$ cat src/rtl/cmdq_pkg.sv
package cmdq_pkg;
  parameter int OP_W   = 8;
  parameter int SID_W  = 32;
  parameter int SSID_W = 20;
  parameter int ID_W   = 16;
  parameter int ADDR_W = 64;
  parameter int RNG_W  = 5;
  parameter int PAGE_SH = 12;

  localparam int NTGT  = 4;
  localparam int T_CFG = 0;
  localparam int T_TLB = 1;
  localparam int T_IPA = 2;
  localparam int T_WLK = 3;
  localparam logic [RNG_W-1:0] RNG_FULL = '1;

  localparam logic [OP_W-1:0] OP_PF_CFG   = 8'h01;
  localparam logic [OP_W-1:0] OP_PF_ADDR  = 8'h02;
  localparam logic [OP_W-1:0] OP_CF_SID   = 8'h03;
  localparam logic [OP_W-1:0] OP_CF_SPAN  = 8'h04;
  localparam logic [OP_W-1:0] OP_CF_SUB   = 8'h05;
  localparam logic [OP_W-1:0] OP_CF_SUBS  = 8'h06;
  localparam logic [OP_W-1:0] OP_T1_VM    = 8'h10;
  localparam logic [OP_W-1:0] OP_T1_AS    = 8'h11;
  localparam logic [OP_W-1:0] OP_T1_VA    = 8'h12;
  localparam logic [OP_W-1:0] OP_T1_VAA   = 8'h13;
  localparam logic [OP_W-1:0] OP_T12_VM   = 8'h28;
  localparam logic [OP_W-1:0] OP_T2_IPA   = 8'h2A;
  localparam logic [OP_W-1:0] OP_TALL     = 8'h30;

  typedef enum logic [2:0] {
    SC_ALL = 3'd0, SC_VMID = 3'd1, SC_ASID = 3'd2, SC_VA = 3'd3,
    SC_VAA = 3'd4, SC_IPA = 3'd5, SC_SID = 3'd6, SC_SSID = 3'd7
  } scope_e;

  typedef struct packed {
    scope_e              scope;
    logic [SID_W-1:0]    sid;
    logic [SSID_W-1:0]   ssid;
    logic [ID_W-1:0]     asid;
    logic [ID_W-1:0]     vmid;
    logic [ADDR_W-1:0]   addr;
  } inv_t;

  // mask of the low (r+1) SID bits covered by a span code r
  function automatic logic [SID_W-1:0] span_mask(input logic [RNG_W-1:0] r);
    logic [SID_W:0] one;
    one = {{SID_W{1'b0}}, 1'b1} << (r + 1'b1);
    return one[SID_W-1:0] - 1'b1;
  endfunction

  function automatic logic [ADDR_W-1:0] page_addr(input logic [63:0] dw);
    return {dw[63:PAGE_SH], {PAGE_SH{1'b0}}};
  endfunction
endpackage

$ cat src/rtl/cmd_decode.sv
module cmd_decode
  import cmdq_pkg::*;
(
  input  logic [63:0]             dw0,
  input  logic [63:0]             dw1,
  output logic [NTGT-1:0]         go,
  output inv_t                    pay [NTGT],
  output logic                    span,
  output logic [SID_W-1:0]        mask,
  output logic                    unsup,
  output logic [OP_W-1:0]         op
);
  logic                leaf;
  logic [RNG_W-1:0]    rng;
  inv_t                base;
  logic                unused_bits;

  assign op   = dw0[OP_W-1:0];
  assign leaf = dw1[0];
  assign rng  = dw1[RNG_W-1:0];
  assign mask = span_mask(rng);
  assign unused_bits = ^{dw0[11:8], dw1[11:RNG_W]};

  always_comb begin
    base       = '0;
    base.sid   = dw0[63:32];
    base.ssid  = dw0[31:12];
    base.vmid  = dw0[47:32];
    base.asid  = dw0[63:48];
    base.addr  = page_addr(dw1);
    go         = '0;
    span       = 1'b0;
    unsup      = 1'b0;
    for (int t = 0; t < NTGT; t++) pay[t] = base;
    unique case (op)
      OP_PF_CFG, OP_PF_ADDR: ;
      OP_CF_SID, OP_CF_SUBS: begin
        go[T_CFG] = 1'b1; pay[T_CFG].scope = SC_SID;
      end
      OP_CF_SPAN: begin
        go[T_CFG] = 1'b1;
        if (rng == RNG_FULL) pay[T_CFG].scope = SC_ALL;
        else begin pay[T_CFG].scope = SC_SID; span = 1'b1; end
      end
      OP_CF_SUB: begin
        go[T_CFG] = 1'b1; pay[T_CFG].scope = SC_SSID;
      end
      OP_T1_VM, OP_T1_AS: begin
        go[T_TLB] = 1'b1; go[T_WLK] = 1'b1;
        pay[T_TLB].scope = (op == OP_T1_VM) ? SC_VMID : SC_ASID;
        pay[T_WLK].scope = pay[T_TLB].scope;
      end
      OP_T1_VA, OP_T1_VAA: begin
        go[T_TLB] = 1'b1; go[T_WLK] = !leaf;
        pay[T_TLB].scope = (op == OP_T1_VA) ? SC_VA : SC_VAA;
        pay[T_WLK].scope = pay[T_TLB].scope;
      end
      OP_T2_IPA: begin
        go[T_IPA] = 1'b1; go[T_WLK] = !leaf;
        pay[T_IPA].scope = SC_IPA;
        pay[T_WLK].scope = SC_VMID;
      end
      OP_T12_VM, OP_TALL: begin
        go[T_TLB] = 1'b1; go[T_IPA] = 1'b1; go[T_WLK] = 1'b1;
        for (int t = T_TLB; t < NTGT; t++)
          pay[t].scope = (op == OP_TALL) ? SC_ALL : SC_VMID;
      end
      default: unsup = 1'b1;
    endcase
  end

  // a flagged or ignored opcode never also starts a target
  always_comb begin
    a_r12_unsup_quiet: assert (!(unsup && (go != '0)));
  end
endmodule

$ cat src/rtl/tgt_slot.sv
module tgt_slot
  import cmdq_pkg::*;
(
  input  logic clk,
  input  logic rst_n,
  input  logic load,
  input  inv_t ld_pay,
  input  logic ack,
  output logic req,
  output inv_t pay
);
  always_ff @(posedge clk) begin
    if (!rst_n) begin
      req <= 1'b0;
      pay <= '0;
    end else if (load) begin
      req <= 1'b1;
      pay <= ld_pay;
    end else if (req && ack) begin
      req <= 1'b0;
    end
  end

  a_r13_hold: assert property (@(posedge clk) disable iff (!rst_n)
    req && !ack |=> req && $stable(pay));
  a_r1_load_idle: assert property (@(posedge clk) disable iff (!rst_n)
    load |-> !req);
endmodule

$ cat src/rtl/cfg_seq.sv
module cfg_seq
  import cmdq_pkg::*;
(
  input  logic             clk,
  input  logic             rst_n,
  input  logic             load,
  input  logic             span,
  input  logic [SID_W-1:0] mask,
  input  inv_t             ld_pay,
  input  logic             ack,
  output logic             req,
  output inv_t             pay
);
  logic             span_r;
  logic [SID_W-1:0] last_sid;
  logic             step;

  assign step = req && ack && span_r && (pay.sid != last_sid);

  always_ff @(posedge clk) begin
    if (!rst_n) begin
      req      <= 1'b0;
      pay      <= '0;
      span_r   <= 1'b0;
      last_sid <= '0;
    end else if (load) begin
      req      <= 1'b1;
      pay      <= ld_pay;
      span_r   <= span;
      last_sid <= ld_pay.sid | mask;
      if (span) pay.sid <= ld_pay.sid & ~mask;
    end else if (step) begin
      pay.sid <= pay.sid + 1'b1;
    end else if (req && ack) begin
      req    <= 1'b0;
      span_r <= 1'b0;
    end
  end

  a_r5_step: assert property (@(posedge clk) disable iff (!rst_n)
    step |=> req && (pay.sid == $past(pay.sid) + 1'b1));
  a_r5_bound: assert property (@(posedge clk) disable iff (!rst_n)
    span_r |-> pay.sid <= last_sid);
  a_r13_cfg_hold: assert property (@(posedge clk) disable iff (!rst_n)
    req && !ack |=> req && $stable(pay));
endmodule

$ cat src/rtl/cmdq_inval_dispatch.sv
module cmdq_inval_dispatch
  import cmdq_pkg::*;
(
  input  logic               clk,
  input  logic               rst_n,
  input  logic               cmd_valid,
  output logic               cmd_ready,
  input  logic [63:0]        cmd_dw0,
  input  logic [63:0]        cmd_dw1,
  output logic               cfg_req,
  output logic [2:0]         cfg_scope,
  output logic [SID_W-1:0]   cfg_sid,
  output logic [SSID_W-1:0]  cfg_ssid,
  input  logic               cfg_ack,
  output logic               tlb_req,
  output logic [2:0]         tlb_scope,
  output logic [ID_W-1:0]    tlb_asid,
  output logic [ID_W-1:0]    tlb_vmid,
  output logic [ADDR_W-1:0]  tlb_addr,
  input  logic               tlb_ack,
  output logic               ipa_req,
  output logic [2:0]         ipa_scope,
  output logic [ID_W-1:0]    ipa_vmid,
  output logic [ADDR_W-1:0]  ipa_addr,
  input  logic               ipa_ack,
  output logic               wlk_req,
  output logic [2:0]         wlk_scope,
  output logic [ID_W-1:0]    wlk_asid,
  output logic [ID_W-1:0]    wlk_vmid,
  output logic [ADDR_W-1:0]  wlk_addr,
  input  logic               wlk_ack,
  output logic               unsup_valid,
  output logic [OP_W-1:0]    unsup_op
);
  logic [NTGT-1:0]   go, req, ack;
  inv_t              dpay [NTGT];
  inv_t              qpay [NTGT];
  logic              span, unsup, accept;
  logic [SID_W-1:0]  mask;
  logic [OP_W-1:0]   op;
  logic              unused_bits;

  cmd_decode u_dec (
    .dw0(cmd_dw0), .dw1(cmd_dw1), .go(go), .pay(dpay),
    .span(span), .mask(mask), .unsup(unsup), .op(op)
  );

  assign cmd_ready = (req == '0);
  assign accept    = cmd_valid && cmd_ready;
  assign ack       = {wlk_ack, ipa_ack, tlb_ack, cfg_ack};

  for (genvar t = 0; t < NTGT; t++) begin : g_tgt
    if (t == T_CFG) begin : g_cfg
      cfg_seq u_seq (
        .clk(clk), .rst_n(rst_n), .load(accept && go[t]), .span(span),
        .mask(mask), .ld_pay(dpay[t]), .ack(ack[t]),
        .req(req[t]), .pay(qpay[t])
      );
    end else begin : g_slot
      tgt_slot u_slot (
        .clk(clk), .rst_n(rst_n), .load(accept && go[t]),
        .ld_pay(dpay[t]), .ack(ack[t]), .req(req[t]), .pay(qpay[t])
      );
    end
  end

  always_ff @(posedge clk) begin
    if (!rst_n) begin
      unsup_valid <= 1'b0;
      unsup_op    <= '0;
    end else begin
      unsup_valid <= accept && unsup;
      if (accept && unsup) unsup_op <= op;
    end
  end

  assign cfg_req   = req[T_CFG];
  assign cfg_scope = qpay[T_CFG].scope;
  assign cfg_sid   = qpay[T_CFG].sid;
  assign cfg_ssid  = qpay[T_CFG].ssid;
  assign tlb_req   = req[T_TLB];
  assign tlb_scope = qpay[T_TLB].scope;
  assign tlb_asid  = qpay[T_TLB].asid;
  assign tlb_vmid  = qpay[T_TLB].vmid;
  assign tlb_addr  = qpay[T_TLB].addr;
  assign ipa_req   = req[T_IPA];
  assign ipa_scope = qpay[T_IPA].scope;
  assign ipa_vmid  = qpay[T_IPA].vmid;
  assign ipa_addr  = qpay[T_IPA].addr;
  assign wlk_req   = req[T_WLK];
  assign wlk_scope = qpay[T_WLK].scope;
  assign wlk_asid  = qpay[T_WLK].asid;
  assign wlk_vmid  = qpay[T_WLK].vmid;
  assign wlk_addr  = qpay[T_WLK].addr;

  assign unused_bits = ^{qpay[T_CFG].asid, qpay[T_CFG].vmid, qpay[T_CFG].addr,
                         qpay[T_TLB].sid, qpay[T_TLB].ssid,
                         qpay[T_IPA].sid, qpay[T_IPA].ssid, qpay[T_IPA].asid,
                         qpay[T_WLK].sid, qpay[T_WLK].ssid};

  a_r1_busy_after_take: assert property (@(posedge clk) disable iff (!rst_n)
    accept && (go != '0) |=> !cmd_ready);
  a_r9_spares_tlb: assert property (@(posedge clk) disable iff (!rst_n)
    $rose(ipa_req) && (ipa_scope == SC_IPA) |-> !tlb_req);
  a_r8_leaf_no_walk: assert property (@(posedge clk) disable iff (!rst_n)
    accept && cmd_dw1[0] && (op == OP_T1_VA || op == OP_T1_VAA || op == OP_T2_IPA)
      |=> !wlk_req);
  a_r12_pulse_idle: assert property (@(posedge clk) disable iff (!rst_n)
    unsup_valid |-> $past(cmd_ready));
endmodule

$ cat config.mk
export PLATFORM = sky130hd
export DESIGN_NAME = cmdq_inval_dispatch
export DESIGN_NICKNAME = d
export VERILOG_FILES = /design/src/rtl/cmdq_pkg.sv /design/src/rtl/cmd_decode.sv /design/src/rtl/tgt_slot.sv /design/src/rtl/cfg_seq.sv /design/src/rtl/cmdq_inval_dispatch.sv
export SDC_FILE = /design/constraint.sdc
export NUM_CORES = 1
export LEC_CHECK = 0
export BUFFER_PORTS_ARGS = -buffer_cell sky130_fd_sc_hd__buf_4
export CORE_MARGIN = 8
export CORE_UTILIZATION = 30
export CTS_CLUSTER_SIZE = 40
export DETAILED_ROUTE_END_ITERATION = 8
export GPL_ROUTABILITY_DRIVEN = 0
export HOLD_SLACK_MARGIN = 0.06
export PLACE_DENSITY = 0.56
export SLEW_MARGIN = 5
export SYNTH_ARGS = -nofsm -noshare
export SYNTH_HDL_FRONTEND = slang
export SYNTH_SLANG_ARGS = --single-unit
export TNS_END_PERCENT = 1
$ cat constraint.sdc
create_clock -name clk -period 7.1 [get_ports clk]
set_clock_uncertainty 0.2 [all_clocks]
set_input_delay 1.065 -clock clk [delete_from_list [all_inputs] [get_ports clk]]
set_output_delay 1.065 -clock clk [all_outputs]
set_load 0.005 [all_outputs]
==> out/metrics.yaml, run 1 <==
timing:
  maxSlewHeadroom_pct: 25.2
  finalCriticalPeriod_ps: 4560
  fin_tns_setup_ps: 0
  tightest_slew_ps: 1120
  finalCritPeriodShare_pct: 64.2
  drv_slew: 0
  hold_viol: 0
  max_freq_ghz: 0.219
  setup_violations: 0
  grt_setup_unrepaired: "no"
routing:
  routed_wl_um: 59200
  routed_via_density: 5.01
  dr.first_iter.drc_count: 898
  drc: 0
  via_count: 14400
  first_pass_iters: 5
  ant_nets: 0
  wl_per_cell_um: 20.6
worst_setup_path:
  critPathMaxStageDelay_ps: 670
  crit_family: "buffers and inverters"
  cp_slowest_cell: "ha_1"
  end_kind: "register"
  critPathBufInv: 4
  critPathKind: "primary input to register"
  crit_chain: "buf_4 > nand4_1 > inv_1 > ha_1 > buf_4 > inv_1 > nand2_1 > ha_1 > nor4b_1 > a221oi_1 > o21ai_0 > o21ai_0 > o2111ai_1 > a21oi_1"
  arrival_ps: 4790
  worstPathRequired_ps: 7330
  cp_max_fo: 41
  cp-start-kind: "primary input"
min_path:
  hold_class: "register to register"
final_layout:
  final_common_cell: "nand2_1"
  area_growth_pct: 33.9
  layout_common_cells: "nand2_1, buf_4, dfxtp_1"
  post_route_cells_drive_above_1_share_pct: 23.4
  fin_nets: 2373
  final_cells: 2878
synth:
  ys_warn_count: 0
  ys_ff_latch: 344
  synth_cells: 1874
  synthArstFlopShare_pct: 0
  syn_area_per_cell_um2: 7.74
  syn-cell-area_mm2: 0.0145
  synth_top_flop_cell: "dfxtp_1"
  seq_area_frac_synth_pct: 47.5
  synth-edff-count: 0
  yosysUniqueCellTypes: 63
power:
  p_leak_nw: 7.79
  powerDensity_mw_per_mm2: 225
  irDropWorstVdd_mv: 0.161
grt:
  grt_usage_pct: 20.0
  antenna_found_initial: 2
  grt_start_max_net_pins: 204
  grt_first_pass_wirelength_um: 87500
  overflow: 0
  grt_pass1_vias: 13700
outcome:
  status: "finished clean"
floorplan:
  die_area_mm2: 0.0557
  dieWidth_um: 236
  coreArea_mm2: 0.0477
  start_util_pct: 30.4
  dieHeight_um: 236
  rows: 80
  io_pins: 485
clock_network:
  cts_tree: "yes"
  clk_latency_ps: 560
  ctsResizeCount: 0
  clock-sinks: 344
  htree_levels: 2
  clock_path_buffers: 3
  cts_made_buffers: 41
  clkTransAtPathRegs_ps: 60
  cts_hold_buf: 0
  cts_root_buf: "clkbuf_16"
  cts_setup_buffers: 0
placed_design:
  hpwl_um: 41900
  numPlacedInstances: 2803
  io_buffers: 436
flow_run:
  maxCapViolations: 0
-- through the flow --
step	hold slack (ps)	area, µm²	setup slack [ps]	total power, mW	util [%]
6_report	249	19400	2540	4.37	40.7
5_1_grt	270	19400	2180	4.54	40.7
4_1_cts	254	19400	2640	4.43	40.7
3_5_place_dp	247	18100	2040	2.29	37.8
3_3_place_gp	239	18100	2100	2.28	37.8
2_1_floorplan	244	14600	2900	2.14	-
-- synthesized netlist by cell type (4+ instances only) --
library cell / number / area [µm²]
nand2_1: 559 / 2100
dfxtp_1: 344 / 6890
a21oi_1: 305 / 1530
clkbuf_1: 101 / 379
nor2_1: 78 / 293
o21ai_0: 56 / 280
xor2_1: 49 / 429
buf_4: 46 / 345
nor3_1: 37 / 185
inv_1: 23 / 86.3
nand3_1: 20 / 100
buf_2: 18 / 90.1
nor4_1: 18 / 113
mux2i_1: 17 / 170
and3_1: 14 / 87.6
a211oi_1: 13 / 97.6
o211ai_1: 13 / 97.6
o2111ai_1: 12 / 105
a31oi_1: 11 / 68.8
and2_1: 10 / 62.6
nand4_1: 9 / 56.3
buf_1: 8 / 30.0
ha_1: 7 / 87.6
nand2b_1: 7 / 43.8
or3_1: 7 / 43.8
xnor2_1: 7 / 61.3
nor4b_1: 6 / 52.6
a21o_1: 5 / 37.5
o22ai_1: 5 / 31.3
nor3b_1: 4 / 30.0
o31ai_1: 4 / 30.0
-- final cells by class --
type	count	area, µm²
clock buffer	59	1170
fill	4867	28300
timing repair buffer	451	3420
antenna	2	5.00
inverter	24	97.6
sequential	344	6890
tap	615	769
clock inverter	14	180
multi-input combinational	1369	6890
-- sequential cells by signal (all words and copies together), names as in the netlist --
signal,count
g_tgt.g_slot.u_slot.req,3
g_tgt.g_slot.u_slot.pay,244
g_tgt.g_cfg.u_seq.req,1
unsup_op,8
g_tgt.g_cfg.u_seq.pay,54
g_tgt.g_cfg.u_seq.last_sid,32
unsup_valid,1
g_tgt.g_cfg.u_seq.span_r,1
-- metal layers --
metal | vias to the layer above | global-route usage [%] | share of wire, % | routed length [µm]
met5 | - | 0 | 0 | 0
met4 | 0 | 9.21 | 4.4 | 2610
met3 | 117 | 5.42 | 8.0 | 4770
met2 | 562 | 32.9 | 47 | 28100
met1 | 6801 | 24.2 | 40 | 23800
li1 | 6942 | - | - | -
-- power by group --
group          internal [mW]  total [mW]  switching, mW  leakage [nW]
clock                   1.26        2.12          0.860         0.659
sequential              1.94        1.95        0.00946          2.77
combinational          0.105       0.293          0.188          4.36
total                   3.31        4.37           1.06          7.79
-- tightest hold or removal path, cell delays in order, from the launching register on --
cell and delay [ps]:
dfxtp_1 300, nand2_1 50, a21oi_1 50
-- logic make-up after synthesis --
kind of cell	synth area share, %
adder cells (fa/ha/maj)	0.603
AO/OA/AOI/OAI	17.8
buffers and inverters	6.44
flip-flops	47.5
XOR/XNOR	3.38
multiplexers	1.41
AND/OR/NAND/NOR	22.9
other	0.0258
-- worst paths after layout --
kind / from / endpoint / depth (start not counted) / slack (ps)
worst min register to register: g_tgt[0].g_cfg.u_seq.pay[112]$_SDFFE_PN0P_ / g_tgt[0].g_cfg.u_seq.pay[112]$_SDFFE_PN0P_ / 2 / 250
worst min-delay path: g_tgt[0].g_cfg.u_seq.pay[112]$_SDFFE_PN0P_ / g_tgt[0].g_cfg.u_seq.pay[112]$_SDFFE_PN0P_ / 2 / 250
worst max-delay path: cmd_dw1[1] / g_tgt[0].g_cfg.u_seq.pay[122]$_SDFFE_PN0P_ / 14 / 2540
worst max register to register: g_tgt[0].g_cfg.u_seq.req$_SDFFE_PN0P_ / g_tgt[0].g_cfg.u_seq.pay[144]$_SDFFE_PN0P_ / 6 / 3130
No activity file was read; power rests on OpenSTA's default activity.
==> run 2, diff against run 1 <==
==> constraint.sdc (replaced) <==
create_clock -name clk -period 4.2 [get_ports clk]
set_clock_uncertainty 0.2 [all_clocks]
set_input_delay 0.63 -clock clk [delete_from_list [all_inputs] [get_ports clk]]
set_output_delay 0.63 -clock clk [all_outputs]
set_load 0.005 [all_outputs]
==> run 2 against run 1 <==
Net effect:
- core utilization increased by 0.68 points
- register-to-register slack got worse by 2300 ps
- global-route usage increased by 0.17 points
- non-clock buffer count increased by 29
- critical endpoint is now g_tgt[0].g_cfg.u_seq.pay[144]$_SDFFE_PN0P_
- combinational power increased by 73%
- clock-buffer cell count increased by 1
- largest cell class unchanged
==> out/metrics.yaml, run 2 (same netlist as run 1, synthesis figures left out) <==
clock_network:
  cts_setup_buffers: 0
  cts_tree: "yes"
  clock_path_buffers: 3
  clock-sinks: 344
  htree_levels: 2
  ctsResizeCount: 0
  cts_root_buf: "clkbuf_16"
  clk_latency_ps: 560
  cts_hold_buf: 0
  clkTransAtPathRegs_ps: 60
  cts_made_buffers: 41
power:
  powerDensity_mw_per_mm2: 379
  total_power_mw: 7.50
  irDropWorstVdd_mv: 0.314
  p_leak_nw: 7.99
final_layout:
  design_area_mm2: 0.0198
  post_route_cells_drive_above_1_share_pct: 24.7
  reg_top3: "g_tgt.g_slot.u_slot.pay (244), g_tgt.g_cfg.u_seq.pay (54), g_tgt.g_cfg.u_seq.last_sid (32)"
  layout_common_cells: "nand2_1, buf_4, dfxtp_1"
  fin_nets: 2402
  final_common_cell: "nand2_1"
  largest_register_ffs: 244
  fill_cells: 4889
  top_register: "g_tgt.g_slot.u_slot.pay"
  area_growth_pct: 36.1
grt:
  grt_pass1_vias: 13900
  grt_first_pass_wirelength_um: 88500
  overflow: 0
  grt_usage_pct: 20.2
  antenna_found_initial: 2
  grt_start_max_net_pins: 118
routing:
  drc: 0
  routed_via_density: 5.01
  via_count: 14600
  first_pass_iters: 5
  ant_nets: 0
  wl_per_cell_um: 20.5
  dr.first_iter.drc_count: 948
  routed_wl_um: 59700
placed_design:
  io_buffers: 436
  place_area_mm2: 0.0183
  hpwl_um: 43400
worst_setup_path:
  critPathMaxStageDelay_ps: 900
  crit_family: "simple AND/OR/NAND/NOR gates"
  cp_slowest_cell: "nor4_1"
  arrival_ps: 3560
  critPathBufInv: 0
  cp_max_fo: 9
  end_kind: "register"
  worstPathRequired_ps: 4430
  cp-start-kind: "register"
  critPathKind: "register to register"
  crit_chain: "ha_1 > nand4_1 > nor4_1 > and3_1 > o2111ai_1 > xor2_1 > o21ai_0"
outcome:
  status: "finished clean"
timing:
  maxSlewHeadroom_pct: 20.5
  drv_slew: 0
  max_freq_ghz: 0.300
  finalCriticalPeriod_ps: 3330
  hold_viol: 0
  grt_setup_unrepaired: "no"
  fin_tns_setup_ps: 0
  tightest_slew_ps: 1190
  finalCritPeriodShare_pct: 79.3
  setup_violations: 0
floorplan:
  dieHeight_um: 236
  coreArea_mm2: 0.0477
  rows: 80
  die_area_mm2: 0.0557
  dieWidth_um: 236
  io_pins: 485
  start_util_pct: 30.4
min_path:
  hold_class: "primary input to register"
flow_run:
  maxCapViolations: 0
run 2: worst register-to-register path: cells and delay by family (launching register included):
family / cells / cell delay (ps)
flops: 1 / 560
xor+xnor: 1 / 220
compound gates: 2 / 310
fa+ha+maj: 1 / 280
simple gates: 3 / 1630
run 2: cell type report:
class                   instances  area [µm²]  share of cell area (%)
diodes                          1        2.50                  0.0127
flip-flops and latches        344        6890                    34.9
clock buffers                  60        1230                    6.21
multi-input cells            1369        6890                    34.9
repair buffers                480        3690                    18.7
well taps                     615         769                    3.90
clock inverters                15         186                   0.944
inverters                      24        97.6                   0.494
run 2: final timing paths:
| check | cells past startpoint | startpoint | end | slack [ps] |
|---|---|---|---|---|
| worst max-delay path | 7 | g_tgt[0].g_cfg.u_seq.pay[116]$_SDFFE_PN0P_ | g_tgt[0].g_cfg.u_seq.pay[144]$_SDFFE_PN0P_ | 870 |
| worst max register to register | 7 | g_tgt[0].g_cfg.u_seq.pay[116]$_SDFFE_PN0P_ | g_tgt[0].g_cfg.u_seq.pay[144]$_SDFFE_PN0P_ | 870 |
| worst min-delay path | 2 | cfg_ack | g_tgt[0].g_cfg.u_seq.req$_SDFFE_PN0P_ | 120 |
| worst min register to register | 2 | g_tgt[0].g_cfg.u_seq.pay[96]$_SDFFE_PN0P_ | g_tgt[0].g_cfg.u_seq.pay[96]$_SDFFE_PN0P_ | 250 |
run 2: metal layers:
metal | track usage, % | vias up | routed length [µm]
met5 | 0 | - | 13
met4 | 8.99 | 2 | 2540
met3 | 5.14 | 117 | 4630
met2 | 33.5 | 558 | 28400
met1 | 24.5 | 6870 | 24100
li1 | - | 7013 | -
run 2: metrics by stage:
stage	hold WS, ps	worst slack (ps)	std cells	utilization [%]
finish	116	869	2908	41.4
global route	97.8	726	2908	41.4
CTS	71.1	939	2907	41.4
detailed placement	246	492	2832	38.4
global placement	239	511	2832	38.4
floorplan	244	430	1910	-
run 2: report_power, final:
part	internal (mW)	total (mW)	switching, mW
sequential	3.29	3.30	0.0156
clock	2.22	3.69	1.46
combinational	0.185	0.506	0.322
==> run 3, diff against run 2 <==
--- a/config.mk
+++ b/config.mk
@@ -5,6 +5,7 @@
 export SDC_FILE = /design/constraint.sdc
 export NUM_CORES = 1
 export LEC_CHECK = 0
+export ABC_AREA = 1
 export BUFFER_PORTS_ARGS = -buffer_cell sky130_fd_sc_hd__buf_4
 export CORE_MARGIN = 8
 export CORE_UTILIZATION = 30
@@ -12,7 +13,7 @@
 export DETAILED_ROUTE_END_ITERATION = 8
 export GPL_ROUTABILITY_DRIVEN = 0
 export HOLD_SLACK_MARGIN = 0.06
-export PLACE_DENSITY = 0.56
+export PLACE_DENSITY = 0.57
 export SLEW_MARGIN = 5
 export SYNTH_ARGS = -nofsm -noshare
 export SYNTH_HDL_FRONTEND = slang
==> constraint.sdc (replaced) <==
create_clock -name clk -period 3 [get_ports clk]
set_clock_uncertainty 0.2 [all_clocks]
set_input_delay 0.45 -clock clk [delete_from_list [all_inputs] [get_ports clk]]
set_output_delay 0.45 -clock clk [all_outputs]
set_load 0.005 [all_outputs]
==> run 3 against run 2 <==
Net effect:
- design area grew 12%
- sequential share of layout area down 3.7 points
- clock-buffer cell count is 3 lower
- non-clock buffer count rose by 137
- core utilization grew 1.6 points
- routed wire length up 9.3%
- sequential cell count did not move
- setup slack got worse by 650 ps
- sequential power increased by 41%
- combinational power is 97% higher
- final cell count up 18%
- critical endpoint is now g_tgt[0].g_cfg.u_seq.pay[108]$_SDFFE_PN0P_
- largest cell class unchanged
- largest power group unchanged
- highest routed layer is now met4
==> out/metrics.yaml, run 3 <==
synth:
  syn_area_per_cell_um2: 7.12
  seq_area_frac_synth_pct: 43.9
  synth_cells: 2201
  ys_ff_latch: 344
  synth-edff-count: 0
  synth_area_leaders: "dfxtp_1, nor2_1, o21ai_0, nand2_1, a21oi_1"
  yosysTopAreaCellShare_pct: 43.9
  yosysUniqueCellTypes: 47
  synthArstFlopShare_pct: 0
  synth_most_common_cell: "nor2_1"
  synth_top_area_cell: "dfxtp_1"
  syn-cell-area_mm2: 0.0157
  ys_warn_count: 0
  synth_commonest_cells: "nor2_1, dfxtp_1, o21ai_0"
  synth_top_flop_cell: "dfxtp_1"
worst_setup_path:
  arrival_ps: 3060
  r2r_slack_ps: 490
  cpMostUsedCell: "nor2_1"
  cp_slowest_cell: "dlygate4sd3_1"
  critPathMaxStageDelay_ps: 530
  reg2reg_from: "g_tgt[0].g_cfg.u_seq.req$_SDFFE_PN0P_"
  end_kind: "register"
  critPathKind: "primary input to register"
  crit_chain: "dlygate4sd3_1 > buf_4 > nor2_1 > inv_1 > nor3_4 > o21ai_1 > nand2_2 > nand2_2 > inv_2 > buf_12 > buf_4 > nor2_1 > nor2_1"
  cp_max_fo: 55
  critPathLaunch: "cmd_dw0[7]"
  cp-start-kind: "primary input"
  worstPathRequired_ps: 3280
clock_network:
  cts_root_buf: "clkbuf_16"
  clk_latency_ps: 550
  clkTransAtPathRegs_ps: 60
  clock-sinks: 344
  ctsResizeCount: 0
  clock_path_buffers: 3
  cts_tree: "yes"
  cts_made_buffers: 40
  htree_levels: 2
routing:
  dr.first_iter.drc_count: 1356
  routed_wl_um: 65300
  routed_via_density: 4.82
  wl_per_cell_um: 19.0
  ant_nets: 0
  via_count: 16500
  first_pass_iters: 6
  drc: 0
grt:
  grt_start_max_net_pins: 94
  grt_usage_pct: 20.6
  grt_pass1_vias: 15900
  overflow: 0
  grt_first_pass_wirelength_um: 97700
  antenna_found_initial: 1
power:
  p_leak_nw: 9.95
  total_power_mw: 10.6
  irDropWorstVdd_mv: 0.311
  powerDensity_mw_per_mm2: 477
timing:
  setup_violations: 0
  drv_slew: 0
  finalCriticalPeriod_ps: 2780
  max_freq_ghz: 0.360
  maxSlewHeadroom_pct: 54.0
  grt_setup_unrepaired: "no"
  tightest_slew_ps: 686
  fin_tns_setup_ps: 0
  finalCritPeriodShare_pct: 92.7
  hold_viol: 0
min_path:
  worstHoldStart: "cmd_dw0[38]"
  hold_class: "primary input to register"
outcome:
  status: "finished clean"
final_layout:
  top_register: "g_tgt.g_slot.u_slot.pay"
  fin_nets: 2865
  post_route_cells_drive_above_1_share_pct: 22.7
  reg_top3: "g_tgt.g_slot.u_slot.pay (244), g_tgt.g_cfg.u_seq.pay (54), g_tgt.g_cfg.u_seq.last_sid (32)"
  design_area_mm2: 0.0221
  largest_register_ffs: 244
  layout_common_cells: "buf_4, nor2_1, dfxtp_1"
  multi_input_area_mm2: 0.00716
  final_common_cell: "buf_4"
  area_growth_pct: 41.1
  seqCellArea_mm2: 0.00689
  fill_cells: 5290
placed_design:
  hpwl_um: 48600
  place_area_mm2: 0.0196
  io_buffers: 436
floorplan:
  start_util_pct: 30.4
  rows: 83
  dieHeight_um: 245
  dieWidth_um: 245
  io_pins: 485
  coreArea_mm2: 0.0515
  die_area_mm2: 0.0598
flow_run:
  maxCapViolations: 0
-- run 3: cell type report --
class	count	area share [%]
antenna	1	0.0113
clock buffer	57	5.41
clock inverter	16	0.611
inverter	225	3.84
multi-input combinational	1495	32.4
sequential	344	31.1
tap	680	3.85
timing repair buffer	617	22.8
-- run 3: final timing paths --
kind / end / cells past startpoint
setup / recovery: g_tgt[0].g_cfg.u_seq.pay[108]$_SDFFE_PN0P_ / 13
hold / removal: g_tgt[1].g_slot.u_slot.pay[70]$_SDFFE_PN0P_ / 3
setup reg to reg: g_tgt[0].g_cfg.u_seq.pay[123]$_SDFFE_PN0P_ / 9
hold reg to reg: g_tgt[3].g_slot.u_slot.pay[22]$_SDFFE_PN0P_ / 2
-- run 3: timing repair --
item | 4_1_cts | 5_1_grt
hold endpoints to repair | 275 | 0
buffers inserted | 0 | 0
hold buffers | 114 | 0
-- run 3: through the flow --
step / hold slack, ps / utilization (%) / worst slack (ps) / instances
2_1_floorplan: 240 / - / 174 / 2237
3_3_place_gp: 232 / 38.1 / 68.6 / 3247
3_5_place_dp: 238 / 38.1 / 51.0 / 3247
4_1_cts: 78.1 / 42.9 / 294 / 3434
5_1_grt: 113 / 42.9 / 76.1 / 3435
6_report: 97.1 / 42.9 / 220 / 3435
-- run 3: critical path: cells and delay by family --
family	cells	cell delay (ps)
buffers and inverters	6	1480
AND/OR/NAND/NOR	6	910
AO/OA/AOI/OAI	1	160
-- run 3: cells by family (layout without fill, tap and decap cells) --
| kind of cell | after synthesis | count (layout) | share of synthesized area [%] |
|---|---|---|---|
| DFF | 344 | 344 | 43.9 |
| other | 1 | 38 | 0.0239 |
| AOI/OAI and AO/OA | 565 | 565 | 18.5 |
| xor gates and xnor gates | 65 | 65 | 3.63 |
| and+or+nand+nor | 821 | 821 | 22.0 |
| adders and majority gates | 7 | 7 | 0.559 |
| buffers and inverters | 398 | 915 | 11.3 |
-- run 3: where the power goes --
group | internal, mW | switching, mW | total, mW
logic | 0.426 | 0.571 | 0.997
clock network | 2.88 | 2.02 | 4.90
registers | 4.62 | 0.0313 | 4.65
total | 7.93 | 2.62 | 10.5
-- run 3: layer usage --
layer / routed length (µm) / vias to the layer above / track usage, %
met5: 0 / - / 0
met2: 31900 / 652 / 35.9
met4: 1350 / 0 / 4.84
met3: 4960 / 89 / 4.15
li1: - / 8086 / -
met1: 27100 / 7722 / 25.9
